File: src/rtl/trig_seq_pkg.sv
package trig_seq_pkg;

    typedef enum logic [2:0] {
        PH_IDLE    = 3'd0,
        PH_WAIT_L1 = 3'd1,
        PH_WAIT_L2 = 3'd2,
        PH_BUILD   = 3'd3,
        PH_HOLD    = 3'd4
    } phase_e;

    // Pulses sampled in one cycle
    typedef struct packed {
        logic l0;
        logic l1_acc;
        logic l1_rej;
        logic l2_acc;
        logic l2_rej;
        logic done;
    } trig_in_t;

    // Decisions taken by the sequencer in one cycle
    typedef struct packed {
        logic enc_start;
        logic commit;
        logic cancel;
        logic timeout;
        logic proto;
    } seq_evt_t;

    localparam int NUM_LIMITS = 4;
    localparam int LIM_L1     = 0;
    localparam int LIM_L2     = 1;
    localparam int LIM_BUSY   = 2;
    localparam int LIM_HOLD   = 3;

    function automatic int unsigned max4(input int unsigned a, input int unsigned b,
                                         input int unsigned c, input int unsigned d);
        int unsigned m;
        m = a;
        if (b > m) m = b;
        if (c > m) m = c;
        if (d > m) m = d;
        return m;
    endfunction

    function automatic logic l1_any(input trig_in_t t);
        return t.l1_acc | t.l1_rej;
    endfunction

    function automatic logic l2_any(input trig_in_t t);
        return t.l2_acc | t.l2_rej;
    endfunction

endpackage

File: src/rtl/trig_win_timer.sv
module trig_win_timer
    import trig_seq_pkg::*;
#(
    parameter int unsigned L1_WIN   = 320,
    parameter int unsigned L2_WIN   = 3600,
    parameter int unsigned BUSY_MAX = 4000,
    parameter int unsigned REJ_HOLD = 240
) (
    input  logic                  clk,
    input  logic                  rst,
    input  logic                  restart,
    output logic [NUM_LIMITS-1:0] due
);
    localparam int unsigned TOP   = max4(L1_WIN, L2_WIN, BUSY_MAX, REJ_HOLD);
    localparam int          CNT_W = $clog2(TOP + 1) + 1;
    localparam int unsigned LIMS [NUM_LIMITS] = '{L1_WIN, L2_WIN, BUSY_MAX, REJ_HOLD};

    logic [CNT_W-1:0] elapsed;
    logic             at_top;

    assign at_top = (elapsed >= CNT_W'(TOP));

    // elapsed = cycles since the level-0 capture edge, minus one
    always_ff @(posedge clk) begin
        if (rst) begin
            elapsed <= '0;
        end else if (restart) begin
            elapsed <= '0;
        end else if (!at_top) begin
            elapsed <= elapsed + 1'b1;
        end
    end

    // due[i]: the current cycle is the last one inside window i
    for (genvar i = 0; i < NUM_LIMITS; i++) begin : g_cmp
        assign due[i] = (elapsed >= CNT_W'(LIMS[i] - 1));
    end

endmodule

File: src/rtl/trig_sat_counter.sv
module trig_sat_counter #(
    parameter int W = 8
) (
    input  logic         clk,
    input  logic         rst,
    input  logic         inc,
    output logic [W-1:0] cnt
);
    localparam logic [W-1:0] FULL = '1;

    always_ff @(posedge clk) begin
        if (rst) begin
            cnt <= '0;
        end else if (inc && cnt != FULL) begin
            cnt <= cnt + 1'b1;
        end
    end

endmodule

File: src/rtl/trig_seq_fsm.sv
module trig_seq_fsm
    import trig_seq_pkg::*;
(
    input  logic                  clk,
    input  logic                  rst,
    input  trig_in_t              trg,
    input  logic [NUM_LIMITS-1:0] due,
    output logic                  restart,
    output phase_e                phase,
    output seq_evt_t              evt_q,
    output logic                  timeout_q,
    output logic                  proto_q
);
    phase_e   nxt;
    seq_evt_t ev;

    always_comb begin
        nxt     = phase;
        ev      = '0;
        restart = 1'b0;
        unique case (phase)
            PH_IDLE: begin
                if (trg.l0) begin
                    nxt          = PH_WAIT_L1;
                    ev.enc_start = 1'b1;
                    restart      = 1'b1;
                end
                ev.proto = l1_any(trg) | l2_any(trg);
            end
            PH_WAIT_L1: begin
                if (trg.l1_rej) begin
                    ev.cancel = 1'b1;
                    nxt       = due[LIM_HOLD] ? PH_IDLE : PH_HOLD;
                end else if (trg.l1_acc) begin
                    nxt = PH_WAIT_L2;
                end else if (due[LIM_L1]) begin
                    ev.cancel  = 1'b1;
                    ev.timeout = 1'b1;
                    nxt        = PH_IDLE;
                end
                ev.proto = l2_any(trg);
            end
            PH_WAIT_L2: begin
                if (trg.l2_rej) begin
                    ev.cancel = 1'b1;
                    nxt       = PH_IDLE;
                end else if (trg.l2_acc) begin
                    nxt = PH_BUILD;
                end else if (due[LIM_L2]) begin
                    ev.cancel  = 1'b1;
                    ev.timeout = 1'b1;
                    nxt        = PH_IDLE;
                end
                ev.proto = l1_any(trg);
            end
            PH_BUILD: begin
                if (trg.done) begin
                    ev.commit = 1'b1;
                    nxt       = PH_IDLE;
                end else if (due[LIM_BUSY]) begin
                    ev.cancel  = 1'b1;
                    ev.timeout = 1'b1;
                    nxt        = PH_IDLE;
                end
                ev.proto = l1_any(trg) | l2_any(trg);
            end
            PH_HOLD: begin
                if (due[LIM_HOLD]) begin
                    nxt = PH_IDLE;
                end
                ev.proto = l1_any(trg) | l2_any(trg);
            end
            default: nxt = PH_IDLE;
        endcase
    end

    always_ff @(posedge clk) begin
        if (rst) begin
            phase     <= PH_IDLE;
            evt_q     <= '0;
            timeout_q <= 1'b0;
            proto_q   <= 1'b0;
        end else begin
            phase     <= nxt;
            evt_q     <= ev;
            timeout_q <= timeout_q | ev.timeout;
            proto_q   <= proto_q | ev.proto;
        end
    end

endmodule

File: src/rtl/trig_busy_seq.sv
module trig_busy_seq
    import trig_seq_pkg::*;
#(
    parameter int unsigned L1_WIN   = 320,
    parameter int unsigned L2_WIN   = 3600,
    parameter int unsigned BUSY_MAX = 4000,
    parameter int unsigned REJ_HOLD = 240,
    parameter int          DROP_W   = 8
) (
    input  logic              clk,
    input  logic              rst,
    input  logic              l0_i,
    input  logic              l1_acc_i,
    input  logic              l1_rej_i,
    input  logic              l2_acc_i,
    input  logic              l2_rej_i,
    input  logic              done_i,
    output logic              busy_o,
    output logic              enc_start_o,
    output logic              commit_o,
    output logic              cancel_o,
    output logic              timeout_err_o,
    output logic              proto_err_o,
    output logic [DROP_W-1:0] l0_drop_cnt_o
);
    trig_in_t              trg;
    logic [NUM_LIMITS-1:0] due;
    logic                  restart;
    phase_e                phase;
    seq_evt_t              evt_q;

    assign trg = '{l0: l0_i, l1_acc: l1_acc_i, l1_rej: l1_rej_i,
                   l2_acc: l2_acc_i, l2_rej: l2_rej_i, done: done_i};

    trig_win_timer #(
        .L1_WIN  (L1_WIN),
        .L2_WIN  (L2_WIN),
        .BUSY_MAX(BUSY_MAX),
        .REJ_HOLD(REJ_HOLD)
    ) u_timer (
        .clk    (clk),
        .rst    (rst),
        .restart(restart),
        .due    (due)
    );

    trig_seq_fsm u_fsm (
        .clk      (clk),
        .rst      (rst),
        .trg      (trg),
        .due      (due),
        .restart  (restart),
        .phase    (phase),
        .evt_q    (evt_q),
        .timeout_q(timeout_err_o),
        .proto_q  (proto_err_o)
    );

    trig_sat_counter #(.W(DROP_W)) u_drop (
        .clk(clk),
        .rst(rst),
        .inc(trg.l0 && phase != PH_IDLE),
        .cnt(l0_drop_cnt_o)
    );

    assign busy_o      = (phase != PH_IDLE);
    assign enc_start_o = evt_q.enc_start;
    assign commit_o    = evt_q.commit;
    assign cancel_o    = evt_q.cancel;

endmodule

File: config.mk
export PLATFORM = sky130hd
export DESIGN_NAME = trig_busy_seq
export DESIGN_NICKNAME = d
export VERILOG_FILES = /design/src/rtl/trig_seq_pkg.sv /design/src/rtl/trig_win_timer.sv /design/src/rtl/trig_sat_counter.sv /design/src/rtl/trig_seq_fsm.sv /design/src/rtl/trig_busy_seq.sv
export SDC_FILE = /design/constraint.sdc
export NUM_CORES = 1
export LEC_CHECK = 0
export BUFFER_PORTS_ARGS = -buffer_cell sky130_fd_sc_hd__buf_2
export CORE_MARGIN = 2
export CORE_UTILIZATION = 39
export CTS_BUF_LIST = sky130_fd_sc_hd__clkbuf_8 sky130_fd_sc_hd__clkbuf_16
export DETAILED_ROUTE_END_ITERATION = 6
export PLACE_DENSITY = 0.61
export SYNTH_ARGS = -nofsm -noshare
export SYNTH_HDL_FRONTEND = slang
export SYNTH_SLANG_ARGS = --single-unit
File: constraint.sdc
create_clock -name clk -period 1.8 [get_ports clk]
set_input_delay 0.09 -clock clk [delete_from_list [all_inputs] [get_ports clk]]
set_output_delay 0.09 -clock clk [all_outputs]
set_load 0.02 [all_outputs]
==> impl_metrics.ini, run 1 <==
[die]
die_area_um2 = 4450
io_pins = 22
die_x_um = 66.7
placementRows = 22
die_h_um = 66.7
initial_core_util_pct = 41.2
core_um2 = 3720

[worst_setup_path]
rr_worst_depth = 5
worst_r2r_endpoint = u_fsm.evt_q[2]
crit_chain = or4_1 > nor3_1 > or3_1 > o2bb2ai_1 > o31a_1
crit_path_max_fanout = 5
endpoint_kind = flip-flop
startpoint_type = flip-flop
critical_path_arrival_ps = 1870
critPathKind = flip-flop to flip-flop
crit_required_ps = 1970
r2r-start = u_timer.elapsed[9]
crit_slowest_cell = or4_1
ff2ff_setup_slack_ps = 100
critPathMaxStageDelay_ps = 630

[global_routing]
grt_util_met3_pct = 6.42
grt_max_degree = 19
grt_overflow = 0
met2_usage_pct = 27.1
track_usage_pct = 18.1
top_usage_layer = met2
grt_util_met1_pct = 23.5
grt_pass1_vias = 1350
antenna_found_initial = 0
grt_first_pass_wirelength_mm = 6.02

[power_and_ir_drop]
p_clk_share_pct = 38.1
swShare_pct = 25.9
combPwrFrac_pct = 11.5
ir_drop_mv = 0.358
power.switching_w = 0.000345
power.internal_w = 0.000984
pwr-share-seq_pct = 50.3
power_density_nw_per_um2 = 735
p_leak_nw = 0.712

[worst_hold_path]
hold_path_startpoint = done_i
hold_path.class = input port to flip-flop
hold-path-cell-count = 3
holdPathEnd = u_fsm.evt_q[3]

[clock_tree]
path_clk_slew_ps = 60
cts_buffer_depth = 2
htreeDepth = 2
numCtsBuffers = 5
post-cts-setup-buffer-count = 0
clkSinkCount = 29
hold_buffers = 0
ctsResizeCount = 0
root_buffer = clkbuf_8
tritoncts = yes
clock_latency_ps = 280

[timing]
period_needed_ps = 1700
timing.final.crit_share_pct = 94.4
max_slew.worst_pin.slew_ps = 465
max_freq_mhz = 588
fin_ws_ps = 101
relSlewSlack_pct = 69.0
skew_ps = 5.83
finalMaxSlewViolations = 0
setup_tns_ps = 0
finalHoldViolations = 0
rsz0062_at_grt = false
setup_viol = 0

[yosys]
syn_area_um2 = 1530
yosysMostFrequentCell = nor2_1
synth-async-reset-ratio_pct = 0
synth_cell_types = 42
synth_top_flop_cell = dfxtp_1
synth_edf_count = 0
synth_common_cells = nor2_1, dfxtp_1, xor2_1
ys_ff_latch = 29
seq_area_frac_synth_pct = 37.9
synth.net_count = 192
synth_area_leader_cell = dfxtp_1
synth_area_leaders = dfxtp_1, nor2_1, xor2_1
syn_area_per_cell_um2 = 8.47
synth_top_area_share_pct = 37.9
synthCells = 181
yosysWarnings = 0

[placement]
io_buffers = 21
gp_congestion = 0.931
dpl.cell_count = 251
dp_slack_ps = 113
dp_hpwl_mm = 2.59

[cells_and_area]
fin_cells = 259
diodes = 0
utilization_pct = 48.7
layout-drive-gt1-share_pct = 20.9
syn_to_final_growth_pct = 18.0
nNetsFinal = 221

[detailed_routing]
route.detailed.drc = 0
dr.pass1.iters = 4
drtIter0Drc = 125
routed_wirelength_mm = 3.49
wire_per_inst_um = 13.5
vias = 1405
via_per_inst = 5.42
antenna_left = 0

[job]
max_cap_violations = 0

[run_status]
status = finished clean
-- critical path: cells and delay by family, from the launching register on --
| family | cells | cell delay (ps) |
|---|---|---|
| AO/OA/AOI/OAI | 2 | 300 |
| flip-flops | 1 | 350 |
| AND/OR/NAND/NOR | 3 | 940 |
-- flip-flops by register name, indices dropped and copies added (netlist names) --
| signal | flops |
|---|---|
| u_timer.elapsed | 13 |
| u_drop.cnt | 8 |
| u_fsm.evt_q | 3 |
| u_fsm.phase | 3 |
| u_fsm.proto_q | 1 |
| u_fsm.timeout_q | 1 |
-- layout make-up --
type / instances / area (µm²)
Clock buffer: 5 / 68.8
Clock inverter: 3 / 17.5
Fill cell: 372 / 1910
Inverter: 6 / 22.5
Multi-Input combinational cell: 137 / 880
Sequential cell: 29 / 581
Tap cell: 48 / 60.1
Timing Repair Buffer: 31 / 180
-- kinds of logic after synthesis --
logic type	count (synthesis)	share of synthesized area (%)
muxes	2	1.31
xor gates and xnor gates	17	9.71
buffers and inverters	15	4.82
and+or+nand+nor	85	27.4
DFF	29	37.9
AOI/OAI and AO/OA	30	16.4
adders and majority gates	3	2.45
-- metrics by stage --
step,power [W],instance area [µm²],hold WS [ps]
floorplan,0.000778,1530,232
global placement,0.000832,1720,374
detailed placement,0.000835,1720,378
CTS,0.00135,1810,78.4
global route,0.00140,1810,132
finish,0.00133,1810,90.9
-- worst max-delay path by stage --
| stage | from | to | slack (ps) |
|---|---|---|---|
| 2_1_floorplan | u_drop.cnt[0] | u_drop.cnt[3] | 100 |
| 3_3_place_gp | u_timer.elapsed[9] | u_fsm.evt_q[2] | 170 |
| 3_5_place_dp | u_timer.elapsed[9] | u_fsm.evt_q[2] | 110 |
| 4_1_cts | u_timer.elapsed[9] | u_fsm.evt_q[2] | 110 |
| 5_1_grt | u_fsm.phase[0] | u_fsm.timeout_q | 20 |
| 6_report | u_timer.elapsed[9] | u_fsm.evt_q[2] | 100 |
-- power by group through the flow --
| stage | sequential, W | combinational (W) | clock (W) |
|---|---|---|---|
| after floorplan | 0.000691 | 0.0000868 | 0 |
| after global placement | 0.000682 | 0.000149 | 0 |
| after detailed placement | 0.000683 | 0.000152 | 0 |
| after CTS | 0.000669 | 0.000153 | 0.000526 |
| after global routing | 0.000670 | 0.000169 | 0.000562 |
| final | 0.000669 | 0.000153 | 0.000506 |
-- routing by layer --
| metal | vias to the layer above | share of wire (%) | routed length [µm] |
|---|---|---|---|
| met5 | - | 0 | 0 |
| met4 | 0 | 0.80 | 28 |
| met3 | 4 | 6.8 | 238 |
| met2 | 47 | 47 | 1630 |
| met1 | 652 | 46 | 1590 |
| li1 | 702 | - | - |
-- cells in the final DEF (no fill, tap or decap), types with 2 or more instances in the layout --
master | Yosys | layout
a211oi_1 | 3 | 3
a21oi_1 | 7 | 7
and3_1 | 4 | 4
buf_2 | 2 | 21
buf_4 | 0 | 10
clkbuf_8 | 0 | 5
clkinv_2 | 0 | 2
dfxtp_1 | 29 | 29
ha_1 | 3 | 3
inv_1 | 6 | 6
mux2i_1 | 2 | 2
nand2_1 | 10 | 10
nand2b_1 | 2 | 2
nand3_1 | 5 | 5
nand4_1 | 10 | 10
nor2_1 | 32 | 32
nor2b_1 | 4 | 4
nor3_1 | 8 | 8
nor4_1 | 2 | 2
o2111ai_1 | 2 | 2
o21ai_0 | 3 | 3
o31a_1 | 3 | 3
or3_1 | 2 | 2
or4_1 | 2 | 2
xnor2_1 | 4 | 4
xor2_1 | 13 | 13
Note: power is estimated with default switching activity, not from simulation.
==> inputs of run 2 (changes only) <==
RECOVER_POWER = 25   (was not set)
REMOVE_ABC_BUFFERS = 1   (was not set)
clock period = 2 ns   (was 1.8 ns; I/O delays follow)
==> run 2 against run 1 <==
Net effect:
- routed wire length down 4.0%
- sequential power shrank 8.5%
- power grew 1.5%
- sequential share of layout area is 0.80 points higher
- die area is the same
- first-iteration DRC count decreased by 5.6%
- design area shrank 2.4%
- clock skew increased by 1.1 ps
- core utilization is 1.2 points lower
- critical endpoint is now u_timer.elapsed[5]
- largest cell class unchanged
- largest power group is now clock
- highest routed layer unchanged
==> impl_metrics.ini, run 2 (synthesized netlist as in run 1, its figures left out) <==
[run_status]
status = finished clean

[cells_and_area]
top_register = u_timer.elapsed
reg_top3 = u_timer.elapsed: 13 flops, u_drop.cnt: 8 flops
layout-drive-gt1-share_pct = 11.8
layout_commonest_cell = nor2_1
fin_area_um2 = 1770
final_cell_mix = nor2_1, dfxtp_1, xor2_1
nNetsFinal = 213
syn_to_final_growth_pct = 15.2
diodes = 0
fin_cells = 251
utilization_pct = 47.5
largest_register_ffs = 13

[placement]
dp_hpwl_mm = 2.44
dpl.cell_count = 243
io_buffers = 21
gp_congestion = 0.828
place_area_um2 = 1660

[detailed_routing]
routed_wirelength_mm = 3.35
drtIter0Drc = 118
vias = 1326
via_per_inst = 5.28
dr.pass1.iters = 4
wire_per_inst_um = 13.3
antenna_left = 0
route.detailed.drc = 0

[power_and_ir_drop]
combPwrFrac_pct = 8.4
power_density_nw_per_um2 = 764
power.switching_w = 0.000313
p_clk_share_pct = 46.3
power.internal_w = 0.00104
swShare_pct = 23.2
ir_drop_mv = 0.274
p_leak_nw = 0.647
pwr-share-seq_pct = 45.4

[worst_setup_path]
crit_path_max_fanout = 7
critPathKind = flip-flop to flip-flop
crit_required_ps = 2150
critical_path_arrival_ps = 1890
startpoint_type = flip-flop
endpoint_kind = flip-flop
ff2ff_setup_slack_ps = 260

[worst_hold_path]
hold_path.class = input port to flip-flop

[die]
io_pins = 22
die_h_um = 66.7
initial_core_util_pct = 41.2
placementRows = 22
core_um2 = 3720
die_x_um = 66.7
die_area_um2 = 4450

[clock_tree]
post-cts-setup-buffer-count = 0
htreeDepth = 2
clkSinkCount = 29
cts_buffer_depth = 2
ctsResizeCount = 0
numCtsBuffers = 5
root_buffer = clkbuf_8
clock_latency_ps = 280
hold_buffers = 0
path_clk_slew_ps = 70
tritoncts = yes

[global_routing]
grt_pass1_vias = 1291
antenna_found_initial = 0
grt_first_pass_wirelength_mm = 5.85
grt_max_degree = 19
track_usage_pct = 17.6
grt_overflow = 0

[timing]
finalHoldViolations = 0
setup_tns_ps = 0
rsz0062_at_grt = false
timing.final.crit_share_pct = 87.0
period_needed_ps = 1740
max_slew.worst_pin.slew_ps = 498
max_freq_mhz = 575
skew_ps = 6.92
finalMaxSlewViolations = 0
relSlewSlack_pct = 66.8
setup_viol = 0

[job]
max_cap_violations = 0
[run 2: cell count changes in the layout (fill, tap and decap cells not counted)]
cell        previous run  this run
clkbuf_1               0        10
bufinv_16              0         1
buf_2                 21        11
clkinvlp_4             1         0
clkbuf_8               5         6
and2_1                 0         1
and2_2                 1         0
buf_4                 10         2
clkinv_2               2         0
inv_1                  6         7
[run 2: path summary, 6_finish.rpt]
kind,startpoint,to,cells past startpoint
min reg2reg,u_fsm.proto_q,u_fsm.proto_q,2
min,done_i,u_fsm.evt_q[3],3
max,u_timer.elapsed[8],u_timer.elapsed[5],5
max reg2reg,u_timer.elapsed[8],u_timer.elapsed[5],5
[run 2: per-stage QoR]
stage | setup WS [ps] | hold slack, ps | power (W)
2_1_floorplan | 372 | 172 | 0.000692
5_1_grt | 134 | 89.3 | 0.00141
3_3_place_gp | 289 | 361 | 0.000736
3_5_place_dp | 267 | 380 | 0.000738
4_1_cts | 256 | 81.7 | 0.00136
6_report | 260 | 92.8 | 0.00135
[run 2: cell type report]
cell class | count | area (µm²)
clock buffer | 6 | 82.6
fill | 372 | 1950
inverter | 6 | 22.5
tap | 48 | 60.1
multi-input combinational | 137 | 878
sequential | 29 | 581
timing repair buffer | 23 | 108
clock inverter | 2 | 33.8
[run 2: layer usage]
layer	up-vias	share of wire, %	GRT usage [%]
met5	-	0	0
met4	0	1.3	6.38
met3	5	4.1	6.08
met2	24	45	27.9
met1	613	49	22.0
li1	684	-	-
[run 2: worst max-delay path, stage by stage (launching register included)]
cell and delay, ps:
dfxtp_1 360, and2_1 300, a31oi_4 290, or4b_1 470, xor2_1 140, nor2_1 50
[run 2: power by group through the flow]
| stage | registers, W | clock network, W | logic, W |
|---|---|---|---|
| after global routing | 0.000614 | 0.000672 | 0.000128 |
| after detailed placement | 0.000624 | 0 | 0.000114 |
| after CTS | 0.000611 | 0.000632 | 0.000115 |
| final | 0.000612 | 0.000624 | 0.000113 |
| after floorplan | 0.000627 | 0 | 0.0000645 |
| after global placement | 0.000623 | 0 | 0.000112 |
==> inputs of run 3 (changes only) <==
PLACE_DENSITY = 0.6   (was 0.61)
SYNTH_HIERARCHICAL = 1   (was not set)
clock period = 2.1 ns   (was 2 ns; I/O delays follow)
==> run 3 against run 2 <==
Net effect:
- sequential share of layout area fell by 4.3 points
- synthesized cell count up 11%
- core utilization shrank 1.2 points
- final cell count rose by 12%
- first-iteration DRC count down 12%
- area after synthesis increased by 17%
- largest cell class unchanged
- highest routed layer unchanged
==> impl_metrics.ini, run 3 <==
[run_status]
status = finished clean

[placement]
gp_congestion = 0.835
dp_hpwl_mm = 2.78
io_buffers = 21

[clock_tree]
ctsResizeCount = 0
post-cts-setup-buffer-count = 0
htreeDepth = 2
clock_latency_ps = 270
clkSinkCount = 29
cts_buffer_depth = 2
numCtsBuffers = 5
path_clk_slew_ps = 70
root_buffer = clkbuf_8
hold_buffers = 0
tritoncts = yes

[worst_hold_path]
hold_path.class = input port to flip-flop

[yosys]
syn_area_per_cell_um2 = 8.94
synthCells = 201
yosysWarnings = 6
syn_area_um2 = 1800

[cells_and_area]
top_register = u_timer/elapsed
final_cell_mix = dfxtp_1, nor2_1, nand2_1
layout-drive-gt1-share_pct = 21.0
largest_register_ffs = 13
diodes = 0
reg_top3 = u_timer/elapsed: 13 flops, u_drop/cnt: 8 flops
syn_to_final_growth_pct = 13.1
layout_commonest_cell = dfxtp_1
nNetsFinal = 239

[timing]
finalMaxSlewViolations = 0
skew_ps = 8.38
finalHoldViolations = 0
max_freq_mhz = 542
relSlewSlack_pct = 68.5
rsz0062_at_grt = false
period_needed_ps = 1850
max_slew.worst_pin.slew_ps = 472
timing.final.crit_share_pct = 87.9
setup_tns_ps = 0
setup_viol = 0

[die]
core_um2 = 4380
die_h_um = 71.9
die_x_um = 71.9
initial_core_util_pct = 41.0
placementRows = 24
die_area_um2 = 5170
io_pins = 22

[global_routing]
grt_overflow = 0
grt_pass1_vias = 1396
grt_max_degree = 18
grt_first_pass_wirelength_mm = 6.51
track_usage_pct = 15.9
antenna_found_initial = 0

[worst_setup_path]
crit_path_max_fanout = 5
startpoint_type = flip-flop
critPathKind = flip-flop to flip-flop
critical_path_arrival_ps = 2070
endpoint_kind = flip-flop
crit_required_ps = 2320

[power_and_ir_drop]
p_leak_nw = 0.776
ir_drop_mv = 0.307
power_density_nw_per_um2 = 616
p_total_w = 0.00125

[detailed_routing]
via_per_inst = 5.49
wire_per_inst_um = 13.4
route.detailed.drc = 0
routed_wirelength_mm = 3.76
drtIter0Drc = 104
dr.pass1.iters = 4
antenna_left = 0
vias = 1543

[job]
max_cap_violations = 0
[run 3: cell types whose count changed in the layout (fill, tap and decap cells not counted), sizes merged, moves of 6 or more]
| cell | previous run | this run |
|---|---|---|
| nand4 | 10 | 4 |
| nor2 | 32 | 18 |
| buf | 13 | 19 |
| xor2 | 13 | 2 |
| a31oi | 1 | 7 |
| nand3 | 5 | 12 |
| o21ai | 4 | 11 |
[run 3: area by class of cell]
class	instances	area [µm²]
fill	448	2350
timing repair buffer	29	153
multi-input combinational	155	1100
inverter	8	30.0
sequential	29	581
tap	52	65.1
clock inverter	1	5.00
clock buffer	7	96.3
[run 3: per-layer routing]
metal  share of wire (%)  global-route usage [%]
met4                 1.5                    6.08
met1                  50                    22.3
met5                   0                       0
met3                 4.8                    4.22
met2                  43                    23.3
[run 3: path summary, 6_finish.rpt]
check	startpoint	to	slack [ps]	depth (start not counted)
max reg2reg	u_timer/elapsed[0]	u_fsm/timeout_q	250	8
max	u_timer/elapsed[0]	u_fsm/timeout_q	250	8
min	done_i	u_fsm/evt_q[3]	120	2
min reg2reg	u_fsm/proto_q	u_fsm/proto_q	450	2
[run 3: where the power goes]
part | total [W] | leakage, nW | switching (W) | internal (W)
logic | 0.000162 | 0.487 | 0.0000914 | 0.0000703
registers | 0.000590 | 0.235 | 0.0000234 | 0.000567
clock network | 0.000499 | 0.0542 | 0.000204 | 0.000296
total | 0.00125 | 0.776 | 0.000318 | 0.000932
[run 3: stage by stage]
stage | instances | utilization [%] | cell area, µm² | worst slack (ps) | hold slack, ps
finish | 281 | 46.3 | 2030 | 253 | 116
floorplan | 192 | - | 1710 | 387 | 174
global placement | 273 | 44.3 | 1940 | 336 | 398
CTS | 281 | 46.6 | 2040 | 256 | 106
global route | 281 | 46.3 | 2030 | 106 | 117
detailed placement | 273 | 44.3 | 1940 | 287 | 399
[run 3: critical path, cell delays in order, from the launching register on]
cell and delay, ps:
dfxtp_1 440, ha_1 240, a21oi_1 60, nor2_1 150, nand2_1 90, o21bai_1 180
or3b_4 420, a31oi_4 130, a21o_1 90
